## src/rtl/clkgate_pkg.sv

```systemverilog
package clkgate_pkg;
  typedef struct packed {
    logic stop;
    logic pdown;
    logic half;
  } glob_ctl_t;
endpackage

```

## src/rtl/ctrl_pin_decode.sv

```systemverilog
module ctrl_pin_decode #(
  parameter int NUM_OUT = 8
) (
  input  logic [NUM_OUT-1:0]     oe_pin,
  input  logic                   halt_pin,
  input  logic                   sleep_pin,
  input  logic                   half_sel_n,
  input  logic                   pol_inv,
  output logic [NUM_OUT-1:0]     want_on,
  output clkgate_pkg::glob_ctl_t ctl
);
  logic [NUM_OUT-1:0] oe_eff;

  // Polarity applies per bit to the enables and to the two shut-off pins.
  generate
    for (genvar g = 0; g < NUM_OUT; g++) begin : g_pol
      assign oe_eff[g] = oe_pin[g] ^ pol_inv;
    end
  endgenerate

  always_comb begin
    ctl.stop  = ~(halt_pin ^ pol_inv);
    ctl.pdown = ~(sleep_pin ^ pol_inv);
    ctl.half  = ~half_sel_n;
    // Power-down over stop over per-output enables.
    if (ctl.pdown)     want_on = '0;
    else if (ctl.stop) want_on = '0;
    else               want_on = oe_eff;
  end
endmodule

```

## src/rtl/ctrl_rate_div.sv

```systemverilog
module ctrl_rate_div (
  input  logic clk,
  input  logic rst_n,
  input  logic half_mode,
  output logic core_ce
);
  logic div_q;

  // Held at 0 outside half mode, so the first toggle after entry is high.
  always_ff @(posedge clk) begin
    if (!rst_n)         div_q <= 1'b0;
    else if (half_mode) div_q <= ~div_q;
    else                div_q <= 1'b0;
  end

  assign core_ce = half_mode ? div_q : 1'b1;

  assert_half_alternates_R5: assert property (@(posedge clk) disable iff (!rst_n)
    (half_mode && core_ce) |=> (!half_mode || !core_ce));

  assert_first_high_R10: assert property (@(posedge clk) disable iff (!rst_n)
    (half_mode && !$past(half_mode)) |=> (!half_mode || core_ce));
endmodule

```

## src/rtl/ctrl_gate_bank.sv

```systemverilog
module ctrl_gate_bank #(
  parameter int NUM_OUT = 8
) (
  input  logic               clk,
  input  logic               rst_n,
  input  logic [NUM_OUT-1:0] want_on,
  input  logic               kill,
  input  logic               half_mode,
  input  logic               core_ce,
  output logic [NUM_OUT-1:0] out_en
);
  logic [NUM_OUT-1:0] en_q;
  logic               low_edge;

  // Full rate: every edge closes a low phase. Half rate: only edges ending a low cycle.
  assign low_edge = !half_mode || !core_ce;

  generate
    for (genvar g = 0; g < NUM_OUT; g++) begin : g_lane
      always_ff @(posedge clk) begin
        if (!rst_n)        en_q[g] <= 1'b0;
        else if (low_edge) en_q[g] <= want_on[g];
      end
      assign out_en[g] = en_q[g] & core_ce;
    end
  endgenerate

  assert_kill_clears_R3: assert property (@(posedge clk) disable iff (!rst_n)
    (kill && low_edge) |=> (en_q == '0));

  assert_low_boundary_R8: assert property (@(posedge clk) disable iff (!rst_n)
    (half_mode && core_ce) |=> $stable(en_q));
endmodule

```

## src/rtl/clkout_gate_ctrl.sv

```systemverilog
module clkout_gate_ctrl #(
  parameter int NUM_OUT = 8
) (
  input  logic               clk,
  input  logic               rst_n,
  input  logic [NUM_OUT-1:0] oe_pin,
  input  logic               halt_pin,
  input  logic               sleep_pin,
  input  logic               half_sel_n,
  input  logic               pol_inv,
  input  logic               pll_locked,
  output logic [NUM_OUT-1:0] out_en,
  output logic               core_ce,
  output logic               lock_flag
);
  import clkgate_pkg::*;

  glob_ctl_t          ctl;
  logic [NUM_OUT-1:0] want_on;

  ctrl_pin_decode #(.NUM_OUT(NUM_OUT)) u_decode (
    .oe_pin    (oe_pin),
    .halt_pin  (halt_pin),
    .sleep_pin (sleep_pin),
    .half_sel_n(half_sel_n),
    .pol_inv   (pol_inv),
    .want_on   (want_on),
    .ctl       (ctl)
  );

  ctrl_rate_div u_div (
    .clk      (clk),
    .rst_n    (rst_n),
    .half_mode(ctl.half),
    .core_ce  (core_ce)
  );

  ctrl_gate_bank #(.NUM_OUT(NUM_OUT)) u_bank (
    .clk      (clk),
    .rst_n    (rst_n),
    .want_on  (want_on),
    .kill     (ctl.stop | ctl.pdown),
    .half_mode(ctl.half),
    .core_ce  (core_ce),
    .out_en   (out_en)
  );

  // Sticky lock flag; power-down clears it and wins over a set.
  always_ff @(posedge clk) begin
    if (!rst_n)          lock_flag <= 1'b0;
    else if (ctl.pdown)  lock_flag <= 1'b0;
    else if (pll_locked) lock_flag <= 1'b1;
  end

  assert_lock_sticky_R6: assert property (@(posedge clk) disable iff (!rst_n)
    (lock_flag && !ctl.pdown) |=> lock_flag);

  assert_lock_clear_R7: assert property (@(posedge clk) disable iff (!rst_n)
    ctl.pdown |=> !lock_flag);

  assert_gated_by_ce_R9: assert property (@(posedge clk) disable iff (!rst_n)
    !core_ce |-> (out_en == '0));

  assert_pdown_off_R4: assert property (@(posedge clk) disable iff (!rst_n)
    (ctl.pdown && !ctl.half) |=> (out_en == '0));
endmodule

```

## config.mk

```make
export PLATFORM = sky130hd
export DESIGN_NAME = clkout_gate_ctrl
export DESIGN_NICKNAME = d
export VERILOG_FILES = /design/src/rtl/clkgate_pkg.sv /design/src/rtl/ctrl_pin_decode.sv /design/src/rtl/ctrl_rate_div.sv /design/src/rtl/ctrl_gate_bank.sv /design/src/rtl/clkout_gate_ctrl.sv
export SDC_FILE = /design/constraint.sdc
export NUM_CORES = 1
export LEC_CHECK = 0
export BUFFER_PORTS_ARGS = -buffer_cell sky130_fd_sc_hd__buf_2
export CORE_MARGIN = 4
export CORE_UTILIZATION = 38
export DETAILED_ROUTE_END_ITERATION = 16
export MAX_ROUTING_LAYER = met4
export PLACE_DENSITY = 0.82
export SYNTH_ARGS = -nofsm -noshare
export SYNTH_HDL_FRONTEND = slang
export SYNTH_SLANG_ARGS = --single-unit
export TNS_END_PERCENT = 5
```

## constraint.sdc

```tcl
create_clock -name clk -period 1.11 [get_ports clk]
set_clock_uncertainty 0.05 [all_clocks]
set_input_delay 0.222 -clock clk [delete_from_list [all_inputs] [get_ports clk]]
set_output_delay 0.222 -clock clk [all_outputs]
set_load 0.01 [all_outputs]
```

# --- Word-level counts from Yosys, hierarchy flattened ---
# Index checks and enable logic that the tools add are counted.
totals:
  in_bits: 15
  wordCells: 37
  out_inout_bits: 10
  regBits: 10
op_classes:
  n_reduce_logical: 4
  bitwise_logic: 20
  n_mux: 3
ops:
  columns: ["operator", "count"]
  rows:
  - ["2-to-1 mux 8 bit", 2]
  - ["XOR 1 bit", 10]
  - ["AND 1 bit", 8]
  - ["NOT 1 bit", 2]
  - ["AND reduction 2 bit", 1]
  - ["OR reduction 2 bit", 1]
  - ["zero test 1 bit", 1]
  - ["logical OR 1 bit", 1]
  - ["2-to-1 mux 1 bit", 1]

# --- Depth between registers and ports, before layout ---
depth:
  depth_word: 3
  ltp_mapped: 4
  ltp_nobuf: 3

# --- Modules after synthesis ---
# Synthesis repeated with hierarchy kept, for this count alone.
unflattened:
  hier_cells: 79
  area_unflattened_um2: 679.4
modules_own_cells:
  columns: ["module", "cells_per_inst", "area_each_um2", "seq_area_each_um2", "n_inst"]
  rows:
  - ["ctrl_gate_bank", 47, 411.6, 160.2, 1]
  - ["ctrl_pin_decode", 25, 190.2, 0.0, 1]
  - ["clkout_gate_ctrl", 4, 42.5, 20.0, 1]
  - ["ctrl_rate_div", 3, 35.0, 20.0, 1]

# --- Worst setup path before layout ---
# No wires, ideal clock.
synth_path:
  kind: "register to output"
  startpoint: "register u_div.div_q"
  endpoint: "output port out_en[0]"
  n_path_buf: 0
  arrival_time_ps: 840
  stages_incl_launch_ff: 3
  required_ps: 838
  path_slack_ps: -2
  path_cell_list: "dfxtp_1 -> nor2_1 -> and2b_1"
synth_via:
  elab_chain_cells: 2
synth_lines:
  columns: ["element", "line", "text"]
  rows:
  - ["start: declaration", "ctrl_rate_div.sv:7", "logic div_q;"]
  - ["start signal: assignment", "ctrl_rate_div.sv:12", "else if (half_mode) div_q <= ~div_q;"]
  - ["2-to-1 mux 1 bit", "ctrl_rate_div.sv:16", "assign core_ce = half_mode ? div_q : 1'b1;"]
  - ["AND 1 bit", "ctrl_gate_bank.sv:24", "assign out_en[g] = en_q[g] & core_ce;"]
  - ["end: declaration", "clkout_gate_ctrl.sv:12", "output logic [NUM_OUT-1:0] out_en,"]
# Every way passes these cells.

# --- Worst setup path in the final report ---
layout_path:
  startpoint: "register u_div.div_q"
  endpoint: "output port out_en[4]"
# The elaborated chain is that of the path after synthesis.

==> impl_metrics.env <==
export IMPL_outcome="complete, but fails checks"
export IMPL_failed_checks="negative setup slack"
export IMPL_worst_hold_path_type="input pin to register"
export IMPL_peakVddDrop_uv=661.9
export IMPL_worst_pin_slew_ns=0.5836
export IMPL_setup_violations=9
export IMPL_p_int_w=0.0006409
export IMPL_avgRoutedWirePerCell_microns=12.27
export IMPL_regToRegStartpoint="u_div.div_q$_SDFF_PP0_"
export IMPL_drtIter0Drc=6
export IMPL_fin_crit_sh_pct=120.2
export IMPL_layout_common_cells="23 x buf_2, 9 x dfxtp_1, 8 x mux2i_1, 8 x nand2_1, 8 x o21ai_1"
export IMPL_route_detailed_drc=0
export IMPL_switching_share_pct=24.30
export IMPL_path_cells="nor2_4 > and2b_1 > buf_6"
export IMPL_io_buffers=24
export IMPL_leakage_nw=0.3505
export IMPL_grt_first_pass_wirelength_mm=1.614
export IMPL_synth_nets=70
export IMPL_synth_cell_types=17
export IMPL_cts_buffer_depth=2
export IMPL_syn_inst=55
export IMPL_slew_limit_headroom_pct=61.01
export IMPL_place_congestion=0.7632
export IMPL_dr_pass1_iters=2
export IMPL_reg2regPathDepth=3
export IMPL_initial_core_util_pct=42.83
export IMPL_track_usage_pct=12.01
export IMPL_finalCriticalPeriod_ns=1.334
export IMPL_dpl_cell_area_sq_um=629.4
export IMPL_min_from="pll_locked"
export IMPL_power_density_nw_per_um2=1235
export IMPL_crit_required_ns=0.84
export IMPL_cpMaxStageDelayCell="dfxtp_2"
export IMPL_final_common_cell="buf_2"
export IMPL_wirelength_mm=1.166
export IMPL_die_area_sq_um=1986
export IMPL_combPwrFrac_pct=15.7
export IMPL_grt_start_max_net_pins=10
export IMPL_finalHoldViolations=0
export IMPL_rrSetupSlack_ns=0.05
export IMPL_antenna_cells=0
export IMPL_min_to="lock_flag$_SDFFE_PN0P_"
export IMPL_synth_warnings=0
export IMPL_grt_pass1_vias=395
export IMPL_path_clk_slew_ns=0.07
export IMPL_cp_data_arrival_time_ns=1.06
export IMPL_dieHeight_microns=44.56
export IMPL_design_core_area_sq_um=1186
export IMPL_fillers=114
export IMPL_layout_nets=97
export IMPL_r2r_end="u_bank.en_q[2]$_SDFFE_PN0P_"
export IMPL_clock_fmax_ghz=0.7494
export IMPL_worstPathMaxFanout=5
export IMPL_min_path_cells=2
export IMPL_antenna_found_initial=0
export IMPL_drive_above_1_share_pct=43.21
export IMPL_synth_seq_cells=10
export IMPL_viasPerCell=4.853
export IMPL_power_frac_clock_pct=39.0
export IMPL_cp_end_kind="primary output"
export IMPL_synth_avg_cell_area_sq_um=9.236
export IMPL_root_buffer="clkbuf_4"
export IMPL_critPathMaxStageDelay_ns=0.34
export IMPL_synth_area_sq_um=508.0
export IMPL_cts_htree_levels=1
export IMPL_worstSetupPathType="register to primary output"
export IMPL_area_growth_pct=34.98
export IMPL_maxSlewViolCount=0
export IMPL_cap_viol_max_count=0
export IMPL_grt_setup_unrepaired="yes"
export IMPL_vias=461
export IMPL_switchingPower_w=0.0002057
export IMPL_numCtsBuffers=3
export IMPL_num_rows=12
export IMPL_overflow=0
export IMPL_clk_latency_ns=0.27
export IMPL_clock_sinks=10
export IMPL_cts_tree="done"
export IMPL_setup_tns_ns=-1.933
export IMPL_critPathLaunchType="register"
export IMPL_fin_ws_ns=-0.2244
export IMPL_yosysSeqAreaShare_pct=39.41
export IMPL_die_w_microns=44.56
export IMPL_final_area_sq_um=685.7
export IMPL_seqPwrFrac_pct=45.3
export IMPL_num_io_pins=25
export IMPL_ant_nets=0
sequential cells by signal, indices dropped and copies added, names as in the netlist:
register     count
u_bank.en_q      8
lock_flag        1
u_div.div_q      1
critical path: cells and delay by family, from the launching register on:
| kind | cells | cell delay, ns |
|---|---|---|
| and+or+nand+nor | 2 | 0.33 |
| DFF | 1 | 0.34 |
| buffers and inverters | 1 | 0.12 |
power groups by stage:
stage / Combinational (W) / Clock (W) / Sequential, W
floorplan: 0.0000752 / 0 / 0.000389
global placement: 0.000123 / 0 / 0.000390
detailed placement: 0.000125 / 0 / 0.000390
CTS: 0.000128 / 0.000336 / 0.000383
global route: 0.000144 / 0.000360 / 0.000384
finish: 0.000133 / 0.000330 / 0.000383
routing by layer:
metal,global-route usage (%),part of all wire [%]
met5,-,0
met4,9.036,2.1
met3,4.065,8.4
met2,18.05,47
met1,12.83,42
layout make-up:
type                            instances  area [sq um]  area share (%)
Multi-Input combinational cell         41         292.8           42.70
Sequential cell                        10         201.4           29.38
Timing Repair Buffer                   25         133.9           19.53
Clock buffer                            4         36.28           5.292
Tap cell                               14         17.52           2.555
Inverter                                1         3.754          0.5474
timing repair:
action | CTS | global route
endpoints found under the setup margin | 9 | 13
gates resized for setup | 2 | 2
hold buffers | 0 | 0
setup buffers | 0 | 0
cell families after synthesis:
group	share of synthesized area (%)
AO/OA/AOI/OAI	10.10
flip-flops	39.41
multiplexers	15.76
buffers and inverters	5.910
XOR/XNOR	1.724
AND/OR/NAND/NOR	27.10
worst max-delay path by stage:
stage | cells after the start | from | slack [ns] | endpoint
6_report | 3 | u_div.div_q$_SDFF_PP0_ | -0.22 | out_en[4]
5_1_grt | 4 | u_div.div_q$_SDFF_PP0_ | -0.27 | out_en[7]
3_3_place_gp | 4 | pol_inv | -0.09 | u_bank.en_q[3]$_SDFFE_PN0P_
2_1_floorplan | 2 | u_div.div_q$_SDFF_PP0_ | 0.1 | out_en[0]
3_5_place_dp | 4 | pol_inv | -0.11 | u_bank.en_q[4]$_SDFFE_PN0P_
4_1_cts | 3 | u_div.div_q$_SDFF_PP0_ | -0.23 | out_en[4]
Yosys cell counts:
cell / instances / area share (%)
xor2_1: 1 / 1.7
buf_4: 2 / 3.0
and3b_1: 1 / 1.7
and2b_1: 4 / 5.9
o221a_2: 1 / 2.2
o21ai_1: 8 / 7.9
nand2_1: 8 / 5.9
nor2b_1: 5 / 6.2
inv_1: 1 / 0.74
and2b_2: 1 / 1.7
and2_1: 1 / 1.2
nand3_2: 1 / 2.0
nor2_1: 1 / 0.74
or2b_2: 1 / 1.7
dfxtp_1: 10 / 39
mux2i_1: 8 / 16
buf_6: 1 / 2.2
stage by stage:
step | hold slack, ns | setup WS [ns] | instances | util, % | total power, W
6_report | 0.1632 | -0.2244 | 95 | 57.81 | 0.0008467
5_1_grt | 0.1650 | -0.2740 | 95 | 57.81 | 0.0008885
4_1_cts | 0.1649 | -0.2330 | 95 | 56.65 | 0.0008476
3_5_place_dp | 0.3895 | -0.1147 | 91 | 53.06 | 0.0005155
3_3_place_gp | 0.3848 | -0.08764 | 91 | 53.06 | 0.0005127
2_1_floorplan | 0.2937 | 0.09941 | 55 | - | 0.0004643
Power figures use the tool's default switching activity.
